## config.mk

```make
export PLATFORM = sky130hd
export DESIGN_NAME = dbreg_top
export DESIGN_NICKNAME = d
export VERILOG_FILES = /design/src/rtl/dbreg_pkg.sv /design/src/rtl/dbreg_lanes.sv /design/src/rtl/dbreg_vtab.sv /design/src/rtl/dbreg_ctrl.sv /design/src/rtl/dbreg_top.sv
export SDC_FILE = /design/constraint.sdc
export NUM_CORES = 1
export LEC_CHECK = 0
export ABC_AREA = 1
export BUFFER_PORTS_ARGS = -buffer_cell sky130_fd_sc_hd__buf_2
export CORE_UTILIZATION = 51
export DETAILED_ROUTE_END_ITERATION = 12
export PLACE_DENSITY_LB_ADDON = 0.2
export SLEW_MARGIN = 20
export SYNTH_ARGS = -nofsm -noshare
export SYNTH_HDL_FRONTEND = slang
export SYNTH_SLANG_ARGS = --single-unit
```

## constraint.sdc

```tcl
create_clock -name clk -period 2.15 [get_ports clk]
set_clock_uncertainty 0.15 [all_clocks]
set_input_delay 0.215 -clock clk [delete_from_list [all_inputs] [get_ports clk]]
set_output_delay 0.215 -clock clk [all_outputs]
set_load 0.03 [all_outputs]
```

## src/rtl/dbreg_pkg.sv

```systemverilog
package dbreg_pkg;

    typedef enum logic [1:0] {
        ST_IDLE = 2'd0,
        ST_RESP = 2'd1,
        ST_RING = 2'd2
    } bus_st_t;

    localparam logic [7:0] OFS_MASK = 8'h00;
    localparam logic [7:0] OFS_STAT = 8'h04;
    localparam logic [7:0] OFS_POS  = 8'h08;
    localparam logic [7:0] OFS_RING = 8'h0C;

    localparam int NODE_W = 16;
    localparam int VEC_W  = 8;

    typedef struct packed {
        logic [NODE_W-1:0] node;
        logic [VEC_W-1:0]  vec;
    } ring_req_t;

    function automatic logic [31:0] swap32(input logic [31:0] w);
        return {w[7:0], w[15:8], w[23:16], w[31:24]};
    endfunction

endpackage

```

## src/rtl/dbreg_lanes.sv

```systemverilog
module dbreg_lanes #(
    parameter bit SWAP = 1'b0
) (
    input  logic [31:0] din,
    output logic [31:0] dout
);
    generate
        if (SWAP) begin : g_swap
            assign dout = dbreg_pkg::swap32(din);
        end else begin : g_pass
            assign dout = din;
        end
    endgenerate
endmodule

```

## src/rtl/dbreg_vtab.sv

```systemverilog
module dbreg_vtab #(
    parameter int MAX_NODES = 8,
    parameter int CNT_W     = 9,
    localparam int IDX_W    = $clog2(MAX_NODES)
) (
    input  logic             clk,
    input  logic             rst_n,
    input  logic             we,
    input  logic [IDX_W-1:0] widx,
    input  logic [CNT_W-1:0] wcount,
    input  logic [IDX_W-1:0] ridx,
    output logic [CNT_W-1:0] rcount
);
    logic [CNT_W-1:0] cnt_q [MAX_NODES];

    generate
        for (genvar g = 0; g < MAX_NODES; g++) begin : g_ent
            always_ff @(posedge clk) begin
                if (!rst_n) begin
                    cnt_q[g] <= '0;
                end else if (we && (widx == IDX_W'(g))) begin
                    cnt_q[g] <= wcount;
                end
            end
        end
    endgenerate

    always_comb begin
        rcount = '0;
        for (int i = 0; i < MAX_NODES; i++) begin
            if (ridx == IDX_W'(i)) rcount = cnt_q[i];
        end
    end
endmodule

```

## src/rtl/dbreg_ctrl.sv

```systemverilog
module dbreg_ctrl
    import dbreg_pkg::*;
#(
    parameter int MAX_NODES = 8,
    parameter int CNT_W     = 9,
    localparam int IDX_W    = $clog2(MAX_NODES)
) (
    input  logic              clk,
    input  logic              rst_n,
    input  logic              req_valid,
    input  logic              req_write,
    input  logic [7:0]        req_addr,
    input  logic [31:0]       wdata_le,
    output logic              req_ready,
    output logic              rd_valid,
    output logic [31:0]       rdata_le,
    input  logic [NODE_W-1:0] own_id,
    input  logic [NODE_W-1:0] known_nodes,
    input  logic              msi_en,
    input  logic              local_evt,
    output logic [IDX_W-1:0]  tab_idx,
    input  logic [CNT_W-1:0]  tab_count,
    output logic              ntf_valid,
    output logic [NODE_W-1:0] ntf_node,
    output logic [VEC_W-1:0]  ntf_vec
);
    localparam logic [NODE_W:0] MAXN = (NODE_W+1)'(MAX_NODES);

    bus_st_t     st_q, st_d;
    logic [31:0] mask_q, stat_q, rd_q;
    logic        rdv_q, ntf_q;
    ring_req_t   ring_q, ntfp_q;

    logic        acc, acc_rd, acc_wr;
    logic [7:0]  wofs;
    logic [31:0] rd_mux;
    logic [NODE_W:0] eff_nodes;
    logic        node_ok, vec_ok, evt_hit;

    assign req_ready = (st_q == ST_IDLE);
    assign acc       = req_valid && req_ready;
    assign acc_rd    = acc && !req_write;
    assign acc_wr    = acc && req_write;
    assign wofs      = {req_addr[7:2], 2'b00};
    assign evt_hit   = local_evt && !msi_en;

    // State register
    always_ff @(posedge clk) begin
        if (!rst_n) st_q <= ST_IDLE;
        else        st_q <= st_d;
    end

    // Transitions
    always_comb begin
        st_d = st_q;
        unique case (st_q)
            ST_IDLE: begin
                if (acc_rd)                            st_d = ST_RESP;
                else if (acc_wr && wofs == OFS_RING)   st_d = ST_RING;
            end
            ST_RESP: st_d = ST_IDLE;
            ST_RING: st_d = ST_IDLE;
            default: st_d = ST_IDLE;
        endcase
    end

    // Read decode: exact offset
    always_comb begin
        unique case (req_addr)
            OFS_MASK: rd_mux = mask_q;
            OFS_STAT: rd_mux = stat_q;
            OFS_POS:  rd_mux = {{(32-NODE_W){1'b0}}, own_id};
            default:  rd_mux = '0;
        endcase
    end

    // Range checks on the captured doorbell
    assign eff_nodes = ({1'b0, known_nodes} > MAXN) ? MAXN : {1'b0, known_nodes};
    assign node_ok   = {1'b0, ring_q.node} < eff_nodes;
    assign tab_idx   = ring_q.node[IDX_W-1:0];
    assign vec_ok    = CNT_W'(ring_q.vec) < tab_count;

    // Outputs and registers
    always_ff @(posedge clk) begin
        if (!rst_n) begin
            mask_q <= '0;
            stat_q <= '0;
            rd_q   <= '0;
            rdv_q  <= 1'b0;
            ntf_q  <= 1'b0;
            ring_q <= '0;
            ntfp_q <= '0;
        end else begin
            rdv_q <= acc_rd;
            if (acc_rd) rd_q <= rd_mux;

            if (acc_wr && wofs == OFS_MASK) mask_q <= wdata_le;

            if (evt_hit)                              stat_q <= 32'd1;
            else if (acc_rd && req_addr == OFS_STAT)  stat_q <= '0;
            else if (acc_wr && wofs == OFS_STAT)      stat_q <= wdata_le;

            if (acc_wr && wofs == OFS_RING) begin
                ring_q.node <= wdata_le[31:16];
                ring_q.vec  <= wdata_le[7:0];
            end

            ntf_q <= (st_q == ST_RING) && node_ok && vec_ok;
            if (st_q == ST_RING) ntfp_q <= ring_q;
        end
    end

    assign rd_valid  = rdv_q;
    assign rdata_le  = rd_q;
    assign ntf_valid = ntf_q;
    assign ntf_node  = ntfp_q.node;
    assign ntf_vec   = ntfp_q.vec;
endmodule

```

## src/rtl/dbreg_top.sv

```systemverilog
module dbreg_top #(
    parameter int MAX_NODES       = 8,
    parameter int CNT_W           = 9,
    parameter bit HOST_BIG_ENDIAN = 1'b0,
    localparam int IDX_W          = $clog2(MAX_NODES)
) (
    input  logic             clk,
    input  logic             rst_n,
    input  logic             req_valid,
    input  logic             req_write,
    input  logic [7:0]       req_addr,
    input  logic [31:0]      req_wdata,
    output logic             req_ready,
    output logic             rd_valid,
    output logic [31:0]      rd_data,
    input  logic [15:0]      own_id,
    input  logic [15:0]      known_nodes,
    input  logic             msi_en,
    input  logic             local_evt,
    input  logic             tbl_we,
    input  logic [IDX_W-1:0] tbl_node,
    input  logic [CNT_W-1:0] tbl_count,
    output logic             ntf_valid,
    output logic [15:0]      ntf_node,
    output logic [7:0]       ntf_vec
);
    logic [31:0]      wdata_le, rdata_le;
    logic [IDX_W-1:0] tab_idx;
    logic [CNT_W-1:0] tab_count;

    dbreg_lanes #(.SWAP(HOST_BIG_ENDIAN)) u_in_lanes (
        .din (req_wdata),
        .dout(wdata_le)
    );

    dbreg_lanes #(.SWAP(HOST_BIG_ENDIAN)) u_out_lanes (
        .din (rdata_le),
        .dout(rd_data)
    );

    dbreg_vtab #(.MAX_NODES(MAX_NODES), .CNT_W(CNT_W)) u_vtab (
        .clk   (clk),
        .rst_n (rst_n),
        .we    (tbl_we),
        .widx  (tbl_node),
        .wcount(tbl_count),
        .ridx  (tab_idx),
        .rcount(tab_count)
    );

    dbreg_ctrl #(.MAX_NODES(MAX_NODES), .CNT_W(CNT_W)) u_ctrl (
        .clk        (clk),
        .rst_n      (rst_n),
        .req_valid  (req_valid),
        .req_write  (req_write),
        .req_addr   (req_addr),
        .wdata_le   (wdata_le),
        .req_ready  (req_ready),
        .rd_valid   (rd_valid),
        .rdata_le   (rdata_le),
        .own_id     (own_id),
        .known_nodes(known_nodes),
        .msi_en     (msi_en),
        .local_evt  (local_evt),
        .tab_idx    (tab_idx),
        .tab_count  (tab_count),
        .ntf_valid  (ntf_valid),
        .ntf_node   (ntf_node),
        .ntf_vec    (ntf_vec)
    );
endmodule

```

; ---- After elaboration in Yosys (flattened, before gate mapping)
; Memories as Yosys holds them, arrays and structs flattened.
; Cells that the tools add are included.
[classes]
order_cmp = 3
n_eq_ne = 19
muxes = 48
bitwise = 10
reduce_logical = 30
[ops]
columns = operator, n
row1 = $mux 9, 16
row2 = $pmux 32 s3, 1
row3 = $mux 1, 30
row4 = $eq 3x3->1 const B, 8
row5 = $logic_and 1x1->1, 18
row6 = $lt 16x17->1, 1
row7 = $gt 16x4->1 const B, 1
row8 = $logic_not 8->1, 2
row9 = $mux 16, 1
row10 = $eq 3x2->1 const B, 4
row11 = $lt 8x9->1, 1
row12 = $eq 8x3->1 const B, 1
row13 = $eq 8x4->1 const B, 1
row14 = $or 1x1->1, 8
row15 = $eq 3x1->1 const B, 2
row16 = $eq 6x1->1 const B, 1
row17 = $eq 6x2->1 const B, 1
row18 = $logic_not 3->1, 2
row19 = $reduce_or 3->1, 2
row20 = $reduce_bool 3->1, 1
row21 = $eq 2x2->1 const B, 1
row22 = $logic_not 1->1, 2
row23 = $logic_not 2->1, 1
row24 = $not 1->1, 2
row25 = 2 further kinds, 2
[totals]
regBits = 148
ram_bits = 72
input_bits = 91
out_inout_bits = 59
word_cells = 123
memories = 1
[memory_table]
columns = name, depth, word_bits, read_ports, rd_ports_with_merged_regs, write_ports, line_no
row1 = u_vtab.cnt_q, 8, 9, 8, 0, 8, dbreg_vtab.sv:14  ; logic [CNT_W-1:0] cnt_q [MAX_NODES];

; ---- Logic depth before layout (Yosys ltp)
[depth]
word_depth = 11
mapped_depth = 16

; ---- By module
; From an unflattened synthesis, not the netlist that was laid out.
[unflattened]
cells_unflattened = 1256
hier_area_um2 = 10233.6
[by_module_without_submodules]
columns = mod, n_inst, cells_per_inst, area_per_inst_um2
row1 = dbreg_ctrl, 1, 877, 6422.4
row2 = dbreg_vtab, 1, 315, 3330.7
row3 = dbreg_lanes, 2, 32, 240.2

; ---- Worst setup path before layout
; OpenSTA, ideal clock, no wires.
[synth_timing]
path_type = register to register
startpoint = register u_ctrl.ring_q, in the netlist u_ctrl.tab_idx[2]
endpoint = register u_ctrl.ntf_q (netlist: u_ctrl.ntf_valid)
setup_time_ns = 0.111
t_arrival_ns = 1.980
t_required_ns = 1.889
path_slack_ns = -0.092
path_stages_with_launch = 15
path_cell_list = dfxtp_1 inv_1 buf_2 nor3_4 clkinv_1 nand4_1 o21ai_0 nand2_1 a21oi_1 ha_1 inv_1 o31ai_1 a21oi_1 nor2_1 nor2_1
[synth_between]
elab_chain_cells = 11
word_cells_on_any_way = 20
[synth_rtl]
columns = element, line_no
row1 = from (decl), dbreg_ctrl.sv:32  ; ring_req_t ring_q, ntfp_q;
row2 = $logic_not 3->1, dbreg_vtab.sv:31  ; if (ridx == IDX_W'(i)) rcount = cnt_q[i];
row3 = $mux 9 (8 in series), dbreg_vtab.sv:31
row4 = $lt 8x9->1, dbreg_ctrl.sv:81  ; assign vec_ok = CNT_W'(ring_q.vec) < tab_count;
row5 = $logic_and 1x1->1 (*), dbreg_ctrl.sv:108  ; ntf_q <= (st_q == ST_RING) && node_ok && vec_ok;
row6 = to (signal assigned), dbreg_ctrl.sv:108
row7 = to (decl), dbreg_ctrl.sv:31  ; logic rdv_q, ntf_q;
; Every way passes the cells marked *; elsewhere a longest branch is shown, timed or not.
; A chain may end at the register's enable or synchronous reset.

; ---- Final worst setup path
[layout_timing]
startpoint = register u_ctrl.ring_q, in the netlist u_ctrl.tab_idx[1]
endpoint = register u_ctrl.ntf_q (netlist: u_ctrl.ntf_valid)
; The elaborated chain is that of the path after synthesis.

==> impl_metrics.json <==
{
  "nFillCells": 1517,
  "antenna_found_initial": 0,
  "worstReg2RegEnd": "u_ctrl.ntf_valid",
  "avgSynthCellArea_um2": 8.46,
  "ys.flop_type": "dfxtp_1",
  "numClockSinks": 220,
  "path_class": "reg -> reg",
  "place_ws_ns": -0.230,
  "drc": 10,
  "avgViaCountPerCell": 5.34,
  "final.setup.worst_slack_ns": -0.0779,
  "rsz0062_at_grt": "true",
  "num_rows": 49,
  "overflow": 0,
  "power_switching_mw": 2.00,
  "multi_input_area_mm2": 0.00381,
  "root_buffer": "clkbuf_16",
  "wirelength_mm": 25.2,
  "startpoint": "u_ctrl.tab_idx[1]",
  "hold_class": "in -> reg",
  "hold_viol": 0,
  "p_int_mw": 7.12,
  "die_h_um": 139,
  "die_w_um": 139,
  "worstRegToRegCells": 12,
  "synth_edf_count": 72,
  "irDropWorstVdd_mv": 0.628,
  "io_buffers": 149,
  "numCtsBuffers": 24,
  "ys_warn_count": 0,
  "dr.first_iter.drc_count": 666,
  "placed_area_mm2": 0.0109,
  "cp_cell_sequence": "buf_4, nor3_4, buf_4, nand2_1, nand4_1, a211oi_1, ha_1, a21oi_1, o31ai_1, a21oi_1, nor2_1, nor2_1",
  "synth_cells": 1132,
  "fin_crit_ns": 2.23,
  "synth_async_sr_flop_share_pct": 0,
  "regArea_mm2": 0.00513,
  "diodes": 0,
  "reg2reg_from": "u_ctrl.tab_idx[1]",
  "synth_cell_types": 35,
  "clk_latency_ns": 0.52,
  "required_ns": 2.45,
  "crit_buf_inv": 2,
  "final_cell_area_mm2": 0.0123,
  "power_frac_comb_pct": 6.1,
  "fmax_mhz": 449,
  "outcome": "complete, but fails checks",
  "clock_path_buffers": 3,
  "path_max_fanout": 4,
  "hpwl_mm": 16.9,
  "cts_tree": "yes",
  "htree_levels": 1,
  "grt_max_degree": 67,
  "p_clk_share_pct": 45.4,
  "coreArea_mm2": 0.0182,
  "cp.arrival_ns": 2.52,
  "reg2reg_slack_ns": -0.08,
  "p_total_mw": 9.13,
  "syn_area_mm2": 0.00958,
  "start_util_pct": 52.6,
  "worstMarginPinSlew_ns": 0.590,
  "power_leakage_nw": 5.35,
  "dieArea_mm2": 0.0193,
  "ios": 150,
  "grtUsageTotal_pct": 26.0,
  "setup.worst_path.end": "u_ctrl.ntf_valid",
  "grt_pass1_vias": 8245,
  "layout-drive-gt1-share_pct": 21.5,
  "cpLargestDelayFamily": "simple AND/OR/NAND/NOR gates",
  "maxCapViolations": 0,
  "gp_congestion": 0.843,
  "failed_checks": "design-rule violations, negative setup slack",
  "layout.nets": 1481,
  "crit_slowest_cell": "dfxtp_4",
  "grt_pass1_wl_mm": 40.4,
  "final_util_pct": 67.5,
  "slew_viol_final": 0,
  "end_kind": "flip-flop",
  "start_kind": "flip-flop",
  "ys_seq_elements": 220,
  "relSlewSlack_pct": 60.7,
  "syn2layout_area_growth_pct": 28.2,
  "vias": 8626,
  "p_seq_share_pct": 48.5,
  "ant_nets": 0,
  "clk_pin_slew_worst_paths_ns": 0.06,
  "wire_per_inst_um": 15.6,
  "max_stage_delay_ns": 0.36,
  "synth-seq-area-share_pct": 53.5,
  "drt_pass1_iterations": 9,
  "timing.final.crit_share_pct": 104,
  "setup_viol": 1,
  "crit_cells": 12,
  "netSwitchingFraction_pct": 22.0,
  "power_density_mw_per_mm2": 743
}
[worst min-delay path by stage]
stage                           to  cells after the start  slack (ns)                 from
2_1_floorplan    u_ctrl.stat_q[12]                      2        0.21        req_wdata[12]
3_3_place_gp   u_ctrl.rdata_le[26]                      2        0.30  u_ctrl.rdata_le[26]
3_5_place_dp   u_ctrl.rdata_le[16]                      2        0.30  u_ctrl.rdata_le[16]
4_1_cts        u_vtab.cnt_q[0][13]                      3      0.0008         tbl_count[4]
5_1_grt        u_vtab.cnt_q[0][31]                      3        0.03         tbl_count[4]
6_report       u_vtab.cnt_q[0][12]                      3       0.008         tbl_count[3]
[power by group through the flow]
stage               Combinational [mW]  Sequential [mW]  Clock (mW)
floorplan                        0.254             4.50           0
global placement                 0.468             4.51           0
detailed placement               0.474             4.52           0
CTS                              0.549             4.43        4.20
global route                     0.613             4.43        4.34
finish                           0.558             4.43        4.14
[registers in the layout, summed over array words and instances, names as in the netlist, 2 cells and up]
signal           cells
u_ctrl.mask_q       32
u_ctrl.ring_q       21
u_ctrl.ntf_node     16
u_ctrl.stat_q       32
u_vtab.cnt_q        72
u_ctrl.ntf_vec       8
u_ctrl.st_q          2
u_ctrl.tab_idx       3
u_ctrl.rdata_le     32
[cell type report]
| cell class | count | area share, % |
|---|---|---|
| Timing Repair Buffer | 254 | 14.2 |
| Clock buffer | 37 | 6.11 |
| Multi-Input combinational cell | 734 | 31.0 |
| Tap cell | 229 | 2.33 |
| Sequential cell | 220 | 41.8 |
| Clock inverter | 7 | 0.509 |
| Inverter | 134 | 4.11 |
[kinds of logic after synthesis]
logic type | synth area share, %
adder cells (fa/ha/maj) | 2.87
AND/OR/NAND/NOR | 18.3
buffers and inverters | 7.65
other | 0.0391
flip-flops | 53.5
AO/OA/AOI/OAI | 17.7
[what timing repair did]
| action | in CTS | in global routing |
|---|---|---|
| cloned | 0 | 0 |
| endpoints found under the hold margin | 112 | 0 |
| buffers inserted | 0 | 1 |
| pin swaps | 1 | 1 |
| resized for setup | 9 | 5 |
| hold buffers | 51 | 0 |
| setup endpoints to repair | 1 | 2 |
[cells in the mapped netlist, types with 3 or more instances]
library cell | n | area, µm²
nor2_1 | 181 | 679
nand2_1 | 173 | 649
dfxtp_1 | 148 | 2960
inv_1 | 127 | 477
a21oi_1 | 114 | 571
o21ai_0 | 106 | 531
edfxtp_1 | 72 | 2160
clkbuf_1 | 35 | 131
nand3_1 | 29 | 145
a211oi_2 | 28 | 350
ha_1 | 22 | 275
nand4_1 | 17 | 106
o221ai_1 | 16 | 140
buf_2 | 15 | 75.1
a211oi_1 | 6 | 45.0
nor2_2 | 5 | 31.3
clkinv_1 | 4 | 15.0
nor3_1 | 4 | 20.0
buf_1 | 3 | 11.3
inv_2 | 3 | 11.3
nor3_2 | 3 | 30.0
nor3_4 | 3 | 48.8
o21ai_1 | 3 | 15.0
[stage by stage]
stage | hold slack, ns | std cells | TNS [ns]
5_1_grt | 0.0255 | 1615 | -0.238
4_1_cts | 0.000825 | 1614 | -0.0646
2_1_floorplan | 0.214 | 1143 | 0
3_3_place_gp | 0.299 | 1519 | -0.209
6_report | 0.00829 | 1615 | -0.0779
3_5_place_dp | 0.303 | 1519 | -0.230
[worst reg2reg max path, cell delays in order, from the launching register on]
cell and delay [ns]:
dfxtp_4 0.36, buf_4 0.15, nor3_4 0.24, buf_4 0.19, nand2_1 0.05, nand4_1 0.10, a211oi_1 0.06, ha_1 0.30
a21oi_1 0.16, o31ai_1 0.09, a21oi_1 0.18, nor2_1 0.07, nor2_1 0.08
[placed cells by master (no fill, tap or decap), drive strengths merged]
cell | synthesis | routed
buf | 19 | 203
nor2 | 186 | 186
nand2 | 173 | 173
dfxtp | 148 | 148
inv | 130 | 131
a21oi | 114 | 114
o21ai | 109 | 109
edfxtp | 72 | 72
dlygate4sd3 | 0 | 51
clkbuf | 36 | 37
a211oi | 34 | 34
nand3 | 29 | 29
ha | 22 | 22
nand4 | 17 | 17
o221ai | 16 | 16
conb | 1 | 12
nor3 | 10 | 10
clkinv | 4 | 9
or2 | 2 | 2
a21o | 2 | 2
nor4 | 2 | 2
o22ai | 1 | 1
o21a | 1 | 1
nand3b | 1 | 1
o31ai | 1 | 1
a21boi | 1 | 1
and2 | 1 | 1
bufinv | 0 | 1
[routing by layer]
layer | global-route usage (%) | routed length (µm) | vias to the layer above | share of wire, %
met5 | 0 | 0 | - | 0
li1 | - | - | 4228 | -
met3 | 3.49 | 1460 | 66 | 5.8
met4 | 10.8 | 915 | 0 | 3.6
met1 | 34.3 | 11000 | 4037 | 44
met2 | 43.0 | 11800 | 295 | 47
No activity file was read; power rests on OpenSTA's default activity.
